$ cat config.mk
export PLATFORM = sky130hd
export DESIGN_NAME = ccc_channel
export DESIGN_NICKNAME = d
export VERILOG_FILES = /design/src/rtl/ccc_pkg.sv /design/src/rtl/ccc_bus_port.sv /design/src/rtl/ccc_value_regs.sv /design/src/rtl/ccc_flags.sv /design/src/rtl/ccc_compare.sv /design/src/rtl/ccc_channel.sv
export SDC_FILE = /design/constraint.sdc
export NUM_CORES = 1
export LEC_CHECK = 0
export ABC_CLOCK_PERIOD_IN_PS = 5100
export BUFFER_PORTS_ARGS = -buffer_cell sky130_fd_sc_hd__buf_4
export CAP_MARGIN = 10
export CORE_MARGIN = 4
export CORE_UTILIZATION = 45
export DETAILED_ROUTE_END_ITERATION = 8
export PLACE_DENSITY = 0.64
export SYNTH_ARGS = -nofsm -noshare
export SYNTH_HDL_FRONTEND = slang
export SYNTH_SLANG_ARGS = --single-unit
$ cat constraint.sdc
create_clock -name clk -period 5.1 [get_ports clk]
set_clock_uncertainty 0.2 [all_clocks]
set_input_delay 0.255 -clock clk [delete_from_list [all_inputs] [get_ports clk]]
set_output_delay 0.255 -clock clk [all_outputs]
set_load 0.005 [all_outputs]
$ cat src/rtl/ccc_pkg.sv
package ccc_pkg;
  localparam logic [1:0] ADDR_LO   = 2'd0;
  localparam logic [1:0] ADDR_HI   = 2'd1;
  localparam logic [1:0] ADDR_CTRL = 2'd2;
  localparam logic [1:0] ADDR_STAT = 2'd3;

  typedef struct packed {
    logic       dma_en;
    logic       irq_en;
    logic       chan_en;
    logic       preload_en;
    logic [1:0] mode;
  } ccc_ctrl_t;

  localparam int CTRL_W = $bits(ccc_ctrl_t);
  localparam logic [1:0] MODE_COMPARE = 2'b00;
endpackage

$ cat src/rtl/ccc_bus_port.sv
module ccc_bus_port
  import ccc_pkg::*;
#(
  parameter int BUS_W = 8,
  localparam int VAL_W = 2 * BUS_W
) (
  input  logic              clk,
  input  logic              rst_n,
  input  logic              rd,
  input  logic              wr,
  input  logic [1:0]        addr,
  input  logic [CTRL_W-1:0] ctrl_wdata,
  input  logic [VAL_W-1:0]  preload,
  input  logic              flag,
  input  logic              ovf,
  output logic [BUS_W-1:0]  rdata,
  output logic              rd_lo,
  output logic              rd_hi,
  output logic              wr_lo,
  output logic              wr_hi,
  output logic              wr_stat,
  output logic              rip_q,
  output logic              wip_q,
  output ccc_ctrl_t         ctrl_q
);
  assign rd_lo   = rd && addr == ADDR_LO;
  assign rd_hi   = rd && addr == ADDR_HI;
  assign wr_lo   = wr && addr == ADDR_LO;
  assign wr_hi   = wr && addr == ADDR_HI;
  assign wr_stat = wr && addr == ADDR_STAT;

  always_ff @(posedge clk or negedge rst_n) begin
    if (!rst_n) begin
      rip_q  <= 1'b0;
      wip_q  <= 1'b0;
      ctrl_q <= '0;
    end else begin
      if (rd_hi) rip_q <= 1'b1;
      else if (rd_lo) rip_q <= 1'b0;
      if (wr_hi) wip_q <= 1'b1;
      else if (wr_lo) wip_q <= 1'b0;
      if (wr && addr == ADDR_CTRL) ctrl_q <= ccc_ctrl_t'(ctrl_wdata);
    end
  end

  always_comb begin
    case (addr)
      ADDR_LO:   rdata = preload[BUS_W-1:0];
      ADDR_HI:   rdata = preload[VAL_W-1:BUS_W];
      ADDR_CTRL: rdata = BUS_W'(ctrl_q);
      default:   rdata = BUS_W'({ovf, flag});
    endcase
  end

  AST_RIP_SET_BY_HI: assert property (@(posedge clk) disable iff (!rst_n)
    rd_hi |=> rip_q);
  AST_RIP_CLR_BY_LO: assert property (@(posedge clk) disable iff (!rst_n)
    rd_lo |=> !rip_q);
  AST_WIP_CLR_BY_LO: assert property (@(posedge clk) disable iff (!rst_n)
    wr_lo |=> !wip_q);
endmodule

$ cat src/rtl/ccc_value_regs.sv
module ccc_value_regs #(
  parameter int BUS_W = 8,
  localparam int VAL_W = 2 * BUS_W
) (
  input  logic             clk,
  input  logic             rst_n,
  input  logic             wr_lo,
  input  logic             wr_hi,
  input  logic             rd_hi,
  input  logic             rip_q,
  input  logic             wip_q,
  input  logic [BUS_W-1:0] wdata,
  input  logic [VAL_W-1:0] cnt,
  input  logic             cap_stb,
  input  logic             out_mode,
  input  logic             preload_en,
  input  logic             update,
  output logic [VAL_W-1:0] preload,
  output logic [VAL_W-1:0] shadow
);
  logic pend_q;
  logic rd_lock, wr_lock, cmp_xfer;

  // A high-byte access in the current cycle locks as strongly as the latch.
  assign rd_lock  = rip_q | rd_hi;
  assign wr_lock  = wip_q | wr_hi;
  assign cmp_xfer = out_mode & ~wr_lock & (preload_en ? update : 1'b1);

  always_ff @(posedge clk or negedge rst_n) begin
    if (!rst_n) begin
      preload <= '0;
      shadow  <= '0;
      pend_q  <= 1'b0;
    end else begin
      if (wr_lo) preload[BUS_W-1:0]     <= wdata;
      if (wr_hi) preload[VAL_W-1:BUS_W] <= wdata;
      // Capture-side transfers override a bus write landing in the same cycle.
      if (cap_stb) begin
        shadow <= cnt;
        if (rd_lock) begin
          pend_q <= 1'b1;
        end else begin
          preload <= cnt;
          pend_q  <= 1'b0;
        end
      end else if (pend_q && !rd_lock) begin
        preload <= shadow;
        pend_q  <= 1'b0;
      end else if (cmp_xfer) begin
        shadow <= preload;
      end
    end
  end

  AST_READ_LOCK_FREEZES: assert property (@(posedge clk) disable iff (!rst_n)
    (rip_q && !wr_lo && !wr_hi) |=> $stable(preload));
  AST_PENDING_DRAINS: assert property (@(posedge clk) disable iff (!rst_n)
    (pend_q && !rd_lock && !cap_stb) |=> preload == $past(shadow));
  AST_WRITE_LOCK_FREEZES: assert property (@(posedge clk) disable iff (!rst_n)
    (wip_q && !cap_stb) |=> $stable(shadow));
  AST_WAIT_FOR_UPDATE: assert property (@(posedge clk) disable iff (!rst_n)
    (out_mode && preload_en && !update && !cap_stb) |=> $stable(shadow));
endmodule

$ cat src/rtl/ccc_flags.sv
module ccc_flags (
  input  logic       clk,
  input  logic       rst_n,
  input  logic       cap_stb,
  input  logic       rd_lo,
  input  logic       wr_stat,
  input  logic [1:0] stat_wdata,
  output logic       flag_q,
  output logic       ovf_q
);
  always_ff @(posedge clk or negedge rst_n) begin
    if (!rst_n) begin
      flag_q <= 1'b0;
      ovf_q  <= 1'b0;
    end else begin
      if (cap_stb) flag_q <= 1'b1;
      else if (rd_lo || (wr_stat && !stat_wdata[0])) flag_q <= 1'b0;
      if (cap_stb && flag_q) ovf_q <= 1'b1;
      else if (wr_stat && !stat_wdata[1]) ovf_q <= 1'b0;
    end
  end

  AST_CAP_RAISES_FLAG: assert property (@(posedge clk) disable iff (!rst_n)
    cap_stb |=> flag_q);
  AST_OVF_ON_REPEAT: assert property (@(posedge clk) disable iff (!rst_n)
    (cap_stb && flag_q) |=> ovf_q);
  AST_OVF_NEEDS_REPEAT: assert property (@(posedge clk) disable iff (!rst_n)
    $rose(ovf_q) |-> $past(cap_stb && flag_q));
endmodule

$ cat src/rtl/ccc_compare.sv
module ccc_compare #(
  parameter int VAL_W = 16
) (
  input  logic             clk,
  input  logic             rst_n,
  input  logic             active,
  input  logic [VAL_W-1:0] cnt,
  input  logic [VAL_W-1:0] shadow,
  output logic             eq,
  output logic             gt
);
  assign eq = active && (cnt == shadow);
  assign gt = active && (cnt > shadow);

  AST_EQ_GT_EXCLUSIVE: assert property (@(posedge clk) disable iff (!rst_n)
    !(eq && gt));
endmodule

$ cat src/rtl/ccc_channel.sv
module ccc_channel
  import ccc_pkg::*;
#(
  parameter int BUS_W = 8,
  localparam int VAL_W = 2 * BUS_W
) (
  input  logic             clk,
  input  logic             rst_n,
  input  logic             bus_rd_i,
  input  logic             bus_wr_i,
  input  logic [1:0]       bus_addr_i,
  input  logic [BUS_W-1:0] bus_wdata_i,
  output logic [BUS_W-1:0] bus_rdata_o,
  input  logic [VAL_W-1:0] cnt_i,
  input  logic             update_i,
  input  logic             capture_i,
  output logic             cmp_eq_o,
  output logic             cmp_gt_o,
  output logic             irq_o,
  output logic             dma_req_o
);
  ccc_ctrl_t        ctrl_q;
  logic             rd_lo, rd_hi, wr_lo, wr_hi, wr_stat, rip_q, wip_q;
  logic             flag_q, ovf_q, cap_stb, out_mode;
  logic [VAL_W-1:0] preload, shadow;

  assign out_mode = ctrl_q.mode == MODE_COMPARE;
  assign cap_stb  = capture_i && ctrl_q.chan_en && !out_mode;

  ccc_bus_port #(.BUS_W(BUS_W)) u_bus (
    .clk(clk), .rst_n(rst_n), .rd(bus_rd_i), .wr(bus_wr_i), .addr(bus_addr_i),
    .ctrl_wdata(bus_wdata_i[CTRL_W-1:0]), .preload(preload), .flag(flag_q),
    .ovf(ovf_q), .rdata(bus_rdata_o), .rd_lo(rd_lo), .rd_hi(rd_hi),
    .wr_lo(wr_lo), .wr_hi(wr_hi), .wr_stat(wr_stat), .rip_q(rip_q),
    .wip_q(wip_q), .ctrl_q(ctrl_q)
  );

  ccc_value_regs #(.BUS_W(BUS_W)) u_val (
    .clk(clk), .rst_n(rst_n), .wr_lo(wr_lo), .wr_hi(wr_hi), .rd_hi(rd_hi),
    .rip_q(rip_q), .wip_q(wip_q), .wdata(bus_wdata_i), .cnt(cnt_i),
    .cap_stb(cap_stb), .out_mode(out_mode), .preload_en(ctrl_q.preload_en),
    .update(update_i), .preload(preload), .shadow(shadow)
  );

  ccc_flags u_flags (
    .clk(clk), .rst_n(rst_n), .cap_stb(cap_stb), .rd_lo(rd_lo),
    .wr_stat(wr_stat), .stat_wdata(bus_wdata_i[1:0]),
    .flag_q(flag_q), .ovf_q(ovf_q)
  );

  ccc_compare #(.VAL_W(VAL_W)) u_cmp (
    .clk(clk), .rst_n(rst_n), .active(out_mode && ctrl_q.chan_en),
    .cnt(cnt_i), .shadow(shadow), .eq(cmp_eq_o), .gt(cmp_gt_o)
  );

  assign irq_o     = flag_q && ctrl_q.irq_en;
  assign dma_req_o = flag_q && ctrl_q.dma_en;

  AST_IRQ_NEEDS_FLAG: assert property (@(posedge clk) disable iff (!rst_n)
    (irq_o || dma_req_o) |-> u_flags.flag_q);
endmodule

## Yosys cells after proc, flatten, opt, wreduce, memory -nomap -nowiden

Cells that the tools add are included.
Widths: inputs -> output; s select.

- $lt $le $gt $ge: 1
- Eq/ne operators: 5
- Multiplexer cells: 21
- Bitwise logic cells: 5
- Reductions and logical operators: 31

Operators by type and width:

| cell | number |
|---|---|
| $mux 16 | 6 |
| $pmux 8 s3 | 1 |
| $logic_and 1x1->1 | 17 |
| $eq 16x16->1 | 1 |
| $gt 16x16->1 | 1 |
| $mux 8 | 2 |
| $mux 1 | 12 |
| $reduce_bool 2->1 | 6 |
| $eq 2x2->1 const B | 2 |
| $logic_not 1->1 | 4 |
| $logic_not 2->1 | 2 |
| $and 1x1->1 | 2 |
| $eq 2x1->1 const B | 1 |
| $ne 2x1->1 const B | 1 |
| $or 1x1->1 | 2 |
| $reduce_and 2->1 | 1 |
| $logic_or 1x1->1 | 1 |
| $not 1->1 | 1 |

- Register bits after elaboration: 43
- Input port bits: 32
- Output and inout port bits: 12
- Logic and storage cells: 75

## Longest topological paths before layout

Gate-level depths: netlist (run 1).

- Word-level depth: 9
- Depth in mapped cells: 7
- Gate-level depth less buffers: 6

## Cells and area by module

From an unflattened synthesis (run 1), not the netlist that was laid out.

- Cell total of the unflattened synthesis: 290
- Area, all modules: 3039.2 um2

Modules (own cells, without submodules):

| module | instances | cells an instance | area each (um2) | sequential area each (um2) |
|---|---|---|---|---|
| ccc_value_regs | 1 | 178 | 1971.9 | 825.8 |
| ccc_bus_port | 1 | 41 | 534.3 | 200.2 |
| ccc_compare | 1 | 59 | 415.4 | 0.0 |
| ccc_flags | 1 | 7 | 83.8 | 50.0 |
| ccc_channel | 1 | 5 | 33.8 | 0.0 |

## Least setup slack after synthesis (run 1)

OpenSTA, ideal clock, no wires.

- Path type: input -> register
- Start: input port bus_addr_i[0]
- End: register u_val.shadow[0]
- Library setup time: 0.127 ns
- Arrival: 1.730 ns
- Required time: 4.773 ns
- Path slack: 3.042 ns
- Cell stages on the path: 6
- Path buffers: 2
- Path through: nor2b_1 > buf_2 > and2_1 > buf_6 > o41ai_4 > mux2_1

- Cells in the longest elaborated chain, start to end: 8
- Elaborated cells between the ends (all ways): 13
- Classes of those cells: 2 x eq/ne; 5 x bitwise; 6 x reduce/logical

RTL lines:

| element | RTL line | RTL |
|---|---|---|
| from (decl) | ccc_channel.sv:11 | `input logic [1:0] bus_addr_i,` |
| $eq 2x1->1 (*) | ccc_bus_port.sv:27, ccc_bus_port.sv:29 |  |
| $logic_and 1x1->1 | ccc_bus_port.sv:29 | `assign wr_hi = wr && addr == ADDR_HI;` |
| $or 1x1->1 | ccc_value_regs.sv:26 | `assign wr_lock = wip_q \| wr_hi;` |
| $not 1->1 | ccc_value_regs.sv:27 | `assign cmp_xfer = out_mode & ~wr_lock & (preload_en ? update : 1'b1);` |
| $and 1x1->1 (2 in series) | ccc_value_regs.sv:27 |  |
| $reduce_bool 2->1 (no source line) | - |  |
| $reduce_and 2->1 (no source line) (*) | - |  |
| to (signal assigned) | ccc_value_regs.sv:39 | `shadow <= cnt;` |
| to (signal assigned) | ccc_value_regs.sv:50 | `shadow <= preload;` |
| to (decl) | ccc_value_regs.sv:19 | `output logic [VAL_W-1:0] shadow` |

Mark *: on every way between the ends. The rest lies on a longest branch, timed or not.
A chain may end at the register's enable or synchronous reset.

## Worst setup path after layout (run 1)

- Start: register u_val.shadow[15]
- End: output port cmp_gt_o

- Cells in the longest elaborated chain, start to end: 2

RTL lines:

| element | RTL line | RTL |
|---|---|---|
| $gt 16x16->1 | ccc_compare.sv:13 | `assign gt = active && (cnt > shadow);` |
| $logic_and 1x1->1 | ccc_compare.sv:13 |  |
| to (decl) | ccc_channel.sv:18 | `output logic cmp_gt_o,` |

No other way between the ends.

==> summary.txt, run 1 <==
Global route
  – Largest net degree at the start of global routing: 44
  – All-Layer GR Usage: 0.200
  – Number of global-route vias before repair: 2293
  – Initial antenna violation count: 0
  – Met1 Resource Use GR: 0.271
  – M2 GR Usage: 0.330
  – Total grt overflow: 0
  – First-pass GRT wire length: 11400 um
  – Top Usage Layer GRT: met2
  – Met3 Track Usage GR: 0.0343

CTS
  – CTS clk-pin slew, worst paths: 0.08 ns
  – Setup Buffers After CTS: 0
  – Later-pin clock latency in the skew report: 0.29 ns
  – CTS Buffer Depth: 2
  – # clock sinks: 43
  – # H-tree levels: 2
  – TritonCTS Buffers: 5
  – CTS tree: done
  – Root buffer cell: clkbuf_8

Placed design
  – Dpl hpwl: 5140 um
  – Routability Congestion: 0.825
  – Port Buffers: 43
  – Post-DP Area: 3010 um^2
  – Worst slack at placement: 2.66 ns

Cells and area
  – Area Growth Syn to Fin: 17.1%
  – Layout cells sized above 1: 0.193
  – Layout Nets: 355
  – # fillers: 523
  – Finished Cell Area: 3090 um^2
  – Diodes inserted: 0

Hold path
  – Worst Hold Class: input port to flop
  – Cell depth of the worst hold path: 2
  – HP Start: bus_wdata_i[3]
  – Hold path endpoint: u_bus.ctrl_q[3]

Timing
  – Relative slew slack: 0.566
  – Post-route setup TNS: 0 ns
  – Period utilization: 0.505
  – Fmax: 388 MHz
  – Worst slew pin tran: 0.649 ns
  – RSZ-0062 raised after global routing: false
  – Max Transition Viols Final: 0
  – Final setup violating endpoints: 0
  – Fin Hold WS: 0.0251 ns
  – Setup WS post-layout: 2.52 ns
  – Post-layout minimum cycle time: 2.58 ns
  – Final hold vios: 0

Run
  – Max Cap Violations: 0

Die
  – Num rows: 27
  – Horiz. Die Dim: 84.6 um
  – Initial Util: 0.471
  – Die area: 7150 um^2
  – IO Pins: 44
  – Core Area: 5610 um^2
  – Die span in y: 84.6 um

Critical path
  – Critical path capture point type: output pin
  – Crit path max-delay cell type: a2111oi_0
  – Critical Path RT: 4.64 ns
  – Critical path type: flop to output pin
  – Worst reg2reg endpoint: u_val.preload[6]
  – Delay of the slowest critical-path stage: 0.55 ns
  – Critical path, cell by cell: inv_1 > ha_1 > nand4_1 > a2111oi_0 > o31a_1 > buf_4
  – Delay-heaviest family, CP: compound AO/OA/AOI/OAI gates
  – Reg2reg setup slack: 2.75 ns
  – CP Data Arrival Time: 2.12 ns
  – FF-to-FF Start: u_bus.ctrl_q[1]
  – R2R depth: 5
  – Worst-path maximum fanout: 4
  – Startpoint Class: flop
  – Number of buffers and inverters on the critical path: 2

Logic synthesis
  – Cell Area, Synth: 2640 um^2
  – Mapped Nets: 314
  – Synth area leader: dfrtp_1
  – Avg Inst Size Synth: 9.92 um^2
  – Top post-synthesis cells by area: dfrtp_1 (41%), mux2i_1 (14%), ha_1 (7.6%)
  – Synth warnings: 0
  – Register bit count reported by yosys: 43
  – Yosys cell types: 35
  – Synth Instances: 266
  – Top cell type's share of synthesized area: 0.408
  – Seq/Total Area, Yosys: 0.408

Route
  – # DRC: 0
  – Vias/cell: 5.77
  – DR vias: 2182
  – Drt pass-1 iters: 4
  – Drt initial violations: 174
  – Average wire per cell in the routed design: 18.1 um
  – Routed WL: 6860 um
  – Antenna Nets Post-Route: 0

Power and ir drop
  – Max VDD drop: 0.214 mV
  – LEAKAGE: 0.00151 uW
  – PwrDens: 444 nW/um^2

Outcome
  – Status: finished, final reports clean
[where the power goes]
| group | total, uW | leakage, uW | internal, uW | switching, uW |
|---|---|---|---|---|
| clock network | 202 | 0.0000371 | 91.5 | 110 |
| registers | 593 | 0.000501 | 485 | 108 |
| logic | 579 | 0.000968 | 279 | 299 |
[layout by cell type, fill, tap and decap left out, types with 5 or more instances in the layout]
cell and instances:
clkbuf_8 5, inv_1 19, ha_1 16, o21ai_0 8
dfrtp_1 43, nor2_1 7, mux2_2 6, a32oi_1 16
nand2_1 47, a21oi_1 8, o22ai_1 16, mux2i_1 36
buf_4 46
[worst register-to-register path, stage by stage (launching register included)]
cell,delay [ns]
dfrtp_1,0.41
o211ai_1,0.18
buf_4,0.47
nand2_1,0.54
o22ai_1,0.30
a32oi_1,0.10
[layer usage]
layer | part of all wire | routed length [um] | vias to the layer above
met1 | 0.46 | 3170 | 1069
met3 | 0.045 | 306 | 7
met5 | 0 | 0 | -
li1 | - | - | 1060
met2 | 0.48 | 3310 | 46
met4 | 0.011 | 72 | 0
[sequential cells by signal (all words and copies together) (netlist names)]
register / flops
u_flags.flag_q: 1
u_bus.rip_q: 1
u_bus.ctrl_q: 6
u_flags.ovf_q: 1
u_bus.wip_q: 1
u_val.pend_q: 1
u_val.preload: 16
u_val.shadow: 16
[per-stage QoR]
stage / utilization / instances / power, uW
final: 0.551 / 378 / 1370
after global routing: 0.551 / 378 / 1490
after CTS: 0.551 / 378 / 1390
after detailed placement: 0.536 / 371 / 1180
after global placement: 0.536 / 371 / 1160
after floorplan: - / 266 / 971
[cell families (layout without fill, tap and decap cells)]
kind of cell    after synthesis  after routing  synth area share
compound gates               60             60             0.165
fa+ha+maj                    16             16            0.0759
buf+inv                      32             72            0.0522
flops                        43             43             0.408
mux                          45             45             0.185
simple gates                 70             70             0.114
[worst max-delay path by stage]
stage | slack (ns) | to | start | cells past startpoint
6_report | 2.52 | cmp_gt_o | u_val.shadow[15] | 6
3_3_place_gp | 2.76 | u_val.shadow[0] | bus_addr_i[0] | 6
4_1_cts | 2.51 | cmp_gt_o | u_val.shadow[15] | 6
3_5_place_dp | 2.66 | u_val.shadow[0] | bus_addr_i[0] | 6
5_1_grt | 2.44 | cmp_gt_o | u_val.shadow[15] | 6
2_1_floorplan | 3.04 | u_val.shadow[0] | bus_addr_i[0] | 6
[cells in the mapped netlist (all sizes together)]
master,n
a21o,1
nor4,1
nand3,2
a32oi,16
ha,16
nand2b,1
a22o,1
dfrtp,43
o21ai,8
o31a,1
mux2,7
mux2i,36
o41ai,1
nor2,7
o22ai,16
nand4,4
nand2,47
clkbuf,6
nand3b,1
o221ai,1
a211oi,2
and2,4
o21a,1
nor2b,2
o211ai,3
mux4,2
inv,19
a21oi,8
a2111oi,1
and3,1
buf,7
[timing repair]
| action | in CTS | in global routing |
|---|---|---|
| hold buffers | 1 | 0 |
| hold endpoints to repair | 43 | 0 |
| resized for setup | 0 | 0 |
[area by class of cell]
class,instances,area [um^2],area share
clock buffer,6,72.6,0.0235
timing repair buffer,47,355,0.115
multi-input combinational,191,1430,0.461
inverter,19,71.3,0.0231
tap,72,90.1,0.0291
sequential,43,1080,0.348
Note: power is estimated with default switching activity, not from simulation.
==> inputs of run 2 (changes only) <==
--- a/config.mk
+++ b/config.mk
@@ -5,13 +5,14 @@
 export SDC_FILE = /design/constraint.sdc
 export NUM_CORES = 1
 export LEC_CHECK = 0
-export ABC_CLOCK_PERIOD_IN_PS = 5100
+export ABC_AREA = 1
+export ABC_CLOCK_PERIOD_IN_PS = 2250
 export BUFFER_PORTS_ARGS = -buffer_cell sky130_fd_sc_hd__buf_4
 export CAP_MARGIN = 10
 export CORE_MARGIN = 4
 export CORE_UTILIZATION = 45
 export DETAILED_ROUTE_END_ITERATION = 8
-export PLACE_DENSITY = 0.64
+export PLACE_DENSITY = 0.66
 export SYNTH_ARGS = -nofsm -noshare
 export SYNTH_HDL_FRONTEND = slang
 export SYNTH_SLANG_ARGS = --single-unit
==> constraint.sdc (replaced) <==
create_clock -name clk -period 2.25 [get_ports clk]
set_clock_uncertainty 0.2 [all_clocks]
set_input_delay 0.1125 -clock clk [delete_from_list [all_inputs] [get_ports clk]]
set_output_delay 0.1125 -clock clk [all_outputs]
set_load 0.005 [all_outputs]
==> summary.txt, run 2 <==
Logic synthesis
  – Avg Inst Size Synth: 7.32 um^2
  – Yosys cell types: 32
  – Mapped Nets: 437
  – Synth area leader: dfrtp_1
  – FFs w/ async S/R, synth: 1.00
  – Seq/Total Area, Yosys: 0.378
  – Post-synth top flop: dfrtp_1
  – Top-count cell post-synth: nand2_1
  – Post-synth EDFFs: 0
  – Top post-synthesis cells by area: dfrtp_1 (38%), nand2_1 (19%), inv_1 (7.4%)
  – Register bit count reported by yosys: 43
  – Synth warnings: 0
  – Cell Area, Synth: 2850 um^2
  – Top cell type's share of synthesized area: 0.378
  – Top post-synthesis cells by count: nand2_1 (144), inv_1 (56), dfrtp_1 (43)
  – Synth Instances: 389

CTS
  – CTS Buffer Depth: 2
  – CTS clk-pin slew, worst paths: 0.09 ns
  – CTS tree: done
  – TritonCTS Buffers: 5
  – Later-pin clock latency in the skew report: 0.30 ns
  – # clock sinks: 43
  – # H-tree levels: 2
  – Root buffer cell: clkbuf_8

Timing
  – Setup WS post-layout: 0.0668 ns
  – Post-route setup TNS: 0 ns
  – Post-layout minimum cycle time: 2.18 ns
  – Final setup violating endpoints: 0
  – Fmax: 458 MHz
  – Worst slew pin tran: 0.573 ns
  – Max Transition Viols Final: 0
  – Period utilization: 0.970
  – Final hold vios: 0
  – Relative slew slack: 0.618

Power and ir drop
  – PwrDens: 880 nW/um^2
  – Power Total: 3230 uW
  – LEAKAGE: 0.00184 uW
  – Max VDD drop: 0.487 mV

Route
  – Average wire per cell in the routed design: 14.8 um
  – Antenna Nets Post-Route: 0
  – # DRC: 0
  – Drt initial violations: 206
  – DR vias: 2832
  – Vias/cell: 5.27
  – Drt pass-1 iters: 5
  – Routed WL: 7920 um

Global route
  – Largest net degree at the start of global routing: 44
  – Initial antenna violation count: 0
  – Total grt overflow: 0
  – All-Layer GR Usage: 0.220
  – Number of global-route vias before repair: 2786
  – First-pass GRT wire length: 13200 um

Cells and area
  – Area Growth Syn to Fin: 28.9%
  – Layout cells sized above 1: 0.182
  – Commonest non-fill, non-tap cell in the layout: nand2_1
  – Commonest cells after routing, fill and taps aside: nand2_1 (141), inv_1 (56), buf_4 (52)
  – Biggest regs: u_val.preload (16), u_val.shadow (16), u_bus.ctrl_q (6)
  – Post-route insts no fill: 537
  – Fin util: 0.609
  – Layout Nets: 509
  – Diodes inserted: 0

Hold path
  – Worst Hold Class: input port to flop

Die
  – Num rows: 28
  – Die area: 7670 um^2
  – IO Pins: 44
  – Initial Util: 0.473
  – Die span in y: 87.6 um
  – Horiz. Die Dim: 87.6 um
  – Core Area: 6030 um^2

Critical path
  – Critical path type: flop to output pin
  – Critical Path RT: 1.94 ns
  – Worst-path maximum fanout: 3
  – Critical path capture point type: output pin
  – CP Data Arrival Time: 1.87 ns
  – Startpoint Class: flop

Run
  – Max Cap Violations: 0

Placed design
  – Worst slack at placement: 0.297 ns
  – Dpl hpwl: 5540 um
  – Dpl cells: 500
  – Routability Congestion: 0.872
  – Port Buffers: 43

Outcome
  – Status: finished, final reports clean
[run 2: worst paths after layout]
kind / endpoint / cells past startpoint / startpoint / slack [ns]
max in group asynchronous: u_val.preload[7] / 2 / rst_n / 1.31
worst max register to register: u_val.shadow[8] / 6 / u_bus.ctrl_q[0] / 0.34
worst min register to register: u_bus.wip_q / 2 / u_bus.wip_q / 0.29
worst min-delay path: u_val.preload[7] / 5 / bus_wdata_i[7] / 0.05
min in group asynchronous: u_bus.rip_q / 2 / rst_n / 0.15
worst max-delay path: cmp_eq_o / 7 / u_val.shadow[13] / 0.07
[run 2: per-layer routing]
layer  wire length (um)  track usage  up-vias  part of all wire
met5                  0            0        -                 0
met4                140       0.0558        0             0.018
met3                460       0.0376       22             0.058
met2               3660        0.360       97              0.46
met1               3670        0.303     1315              0.46
li1                   -            -     1398                 -
[run 2: per-stage QoR]
step,instance area (um^2),hold slack (ns)
3_3_place_gp,3230,-0.0498
3_5_place_dp,3230,-0.0527
4_1_cts,3570,0.0577
2_1_floorplan,2850,-0.383
5_1_grt,3670,0.0893
6_report,3670,0.0532
[run 2: kinds of logic after synthesis]
logic type	share of synthesized area
AO/OA/AOI/OAI	0.170
adder cells (fa/ha/maj)	0.0703
buffers and inverters	0.105
flip-flops	0.378
AND/OR/NAND/NOR	0.277
[run 2: power by group]
| group | leakage (uW) | internal (uW) | switching (uW) |
|---|---|---|---|
| Combinational | 0.00125 | 656 | 828 |
| Sequential | 0.000544 | 1060 | 202 |
| Clock | 0.0000422 | 218 | 267 |
[run 2: area by class of cell]
class                           count  area, um^2
Fill cell                         567        2360
Multi-Input combinational cell    274        1550
Sequential cell                    43        1080
Timing Repair Buffer               77         643
Inverter                           60         228
Tap cell                           75        93.8
Clock buffer                        7        76.3
Clock inverter                      1        5.00
[run 2: critical path: stages, from the launching register on]
cell and delay (ns):
dfrtp_1 0.38, inv_1 0.08, ha_4 0.27, nand2_2 0.06
nor2_4 0.13, nand4_1 0.17, nor3_1 0.31, buf_4 0.17
[run 2: what timing repair did]
item,CTS,global route
hold buffers,25,0
resized for setup,2,11
endpoints found under the hold margin,73,0
pin swaps,1,6
setup buffers,0,6
endpoints found under the setup margin,1,2
==> inputs of run 3 (changes only) <==
--- a/config.mk
+++ b/config.mk
@@ -13,6 +13,7 @@
 export CORE_UTILIZATION = 45
 export DETAILED_ROUTE_END_ITERATION = 8
 export PLACE_DENSITY = 0.66
+export SETUP_SLACK_MARGIN = 0.5
 export SYNTH_ARGS = -nofsm -noshare
 export SYNTH_HDL_FRONTEND = slang
 export SYNTH_SLANG_ARGS = --single-unit
==> summary.txt, run 3 (synthesized netlist as in run 2, its figures left out) <==
Global route
  – All-Layer GR Usage: 0.226
  – Number of global-route vias before repair: 2865
  – Initial antenna violation count: 0
  – First-pass GRT wire length: 13700 um
  – Total grt overflow: 0
  – Largest net degree at the start of global routing: 44

Timing
  – Post-layout minimum cycle time: 2.11 ns
  – Relative slew slack: 0.617
  – Final hold vios: 0
  – Post-route setup TNS: 0 ns
  – Period utilization: 0.936
  – Fmax: 475 MHz
  – Max Transition Viols Final: 0
  – RSZ-0062 raised after global routing: true
  – Final setup violating endpoints: 0
  – Worst slew pin tran: 0.574 ns

Route
  – # DRC: 0
  – Drt initial violations: 227
  – Antenna Nets Post-Route: 0
  – Drt pass-1 iters: 7
  – Average wire per cell in the routed design: 15.2 um
  – Routed WL: 8420 um
  – DR vias: 2940
  – Vias/cell: 5.30

Placed design
  – Port Buffers: 43
  – Dpl hpwl: 5540 um
  – Routability Congestion: 0.872

Critical path
  – Critical path type: flop to output pin
  – Critical Path RT: 1.94 ns
  – Delay of the slowest critical-path stage: 0.37 ns
  – Delay-heaviest family, CP: simple AND/OR/NAND/NOR gates
  – Crit path max-delay cell type: dfrtp_1
  – Startpoint Class: flop
  – CP Data Arrival Time: 1.79 ns
  – Worst-path maximum fanout: 3
  – Levels on crit path: 9
  – Critical path capture point type: output pin
  – R2R depth: 7
  – Critical path, cell by cell: inv_2 > ha_4 > nand2_4 > nor2_4 > nand4_1 > inv_1 > nand2_1 > a21oi_2 > buf_4
  – Number of buffers and inverters on the critical path: 3

Hold path
  – Worst Hold Class: input port to flop
  – Cell depth of the worst hold path: 4

Cells and area
  – Area Growth Syn to Fin: 38.5%
  – Commonest non-fill, non-tap cell in the layout: nand2_1
  – Biggest regs: u_val.preload (16), u_val.shadow (16), u_bus.ctrl_q (6)
  – Layout cells sized above 1: 0.240
  – Layout Nets: 527
  – Diodes inserted: 0
  – Commonest cells after routing, fill and taps aside: nand2_1 (140), buf_4 (66), inv_1 (48)

CTS
  – CTS tree: done
  – TritonCTS Buffers: 5
  – Later-pin clock latency in the skew report: 0.29 ns
  – # H-tree levels: 2
  – CTS Buffer Depth: 2
  – Root buffer cell: clkbuf_8
  – CTS clk-pin slew, worst paths: 0.09 ns
  – # clock sinks: 43

Power and ir drop
  – LEAKAGE: 0.00195 uW
  – Power Total: 3510 uW
  – Max VDD drop: 0.505 mV
  – PwrDens: 890 nW/um^2

Die
  – Core Area: 6030 um^2
  – IO Pins: 44
  – Num rows: 28
  – Die span in y: 87.6 um
  – Initial Util: 0.473
  – Die area: 7670 um^2
  – Horiz. Die Dim: 87.6 um

Outcome
  – Status: finished, final reports clean

Run
  – Max Cap Violations: 0
[run 3: worst reg2reg max path: cells and delay by family, from the launching register on]
kind                   cells  cell delay [ns]
AO/OA/AOI/OAI              1             0.09
buffers and inverters      2             0.39
flip-flops                 1             0.43
AND/OR/NAND/NOR            4             0.47
[run 3: area by class of cell]
class	instances	area, um^2
fill	525	2080
multi-input combinational	274	1650
sequential	43	1080
timing repair buffer	95	816
inverter	60	228
tap	75	93.8
clock buffer	7	76.3
clock inverter	1	5.00
[run 3: stage by stage]
step | area [um^2] | setup WS, ns | hold WS [ns] | instances | utilization
2_1_floorplan | 2850 | 0.670 | -0.383 | 389 | -
6_report | 3940 | 0.143 | 0.0324 | 555 | 0.654
3_3_place_gp | 3230 | 0.384 | -0.0498 | 500 | 0.536
4_1_cts | 3700 | 0.137 | 0.0267 | 543 | 0.614
5_1_grt | 3940 | 0.0686 | 0.0748 | 555 | 0.654
3_5_place_dp | 3230 | 0.297 | -0.0527 | 500 | 0.536
[run 3: power by group]
group,total (uW),internal [uW],leakage [uW],switching (uW)
combinational,1780,830,0.00137,952
sequential,1250,1060,0.000544,189
clock,482,218,0.0000422,263
total,3510,2100,0.00195,1400
[run 3: worst paths after layout]
| kind | from | endpoint | slack [ns] |
|---|---|---|---|
| worst max-delay path | u_val.shadow[15] | cmp_gt_o | 0.14 |
| worst min-delay path | bus_wr_i | u_flags.flag_q | 0.03 |
| worst max register to register | u_bus.ctrl_q[0] | u_val.preload[11] | 0.57 |
| worst min register to register | u_bus.wip_q | u_bus.wip_q | 0.29 |
| max in group asynchronous | rst_n | u_bus.ctrl_q[1] | 1.30 |
| min in group asynchronous | rst_n | u_val.preload[13] | 0.15 |
[run 3: routing by layer]
metal,track usage,part of all wire,up-vias
met2,0.378,0.48,108
met3,0.0348,0.061,10
li1,-,-,1436
met5,0,0,-
met1,0.312,0.45,1386
met4,0.0488,0.010,0
[run 3: repair_timing]
| item | 4_1_cts | 5_1_grt |
|---|---|---|
| setup endpoints to repair | 34 | 31 |
| resized for setup | 10 | 22 |
| setup buffers | 10 | 11 |
| endpoints found under the hold margin | 72 | 1 |
| pin swaps | 8 | 13 |
| hold buffers | 25 | 1 |
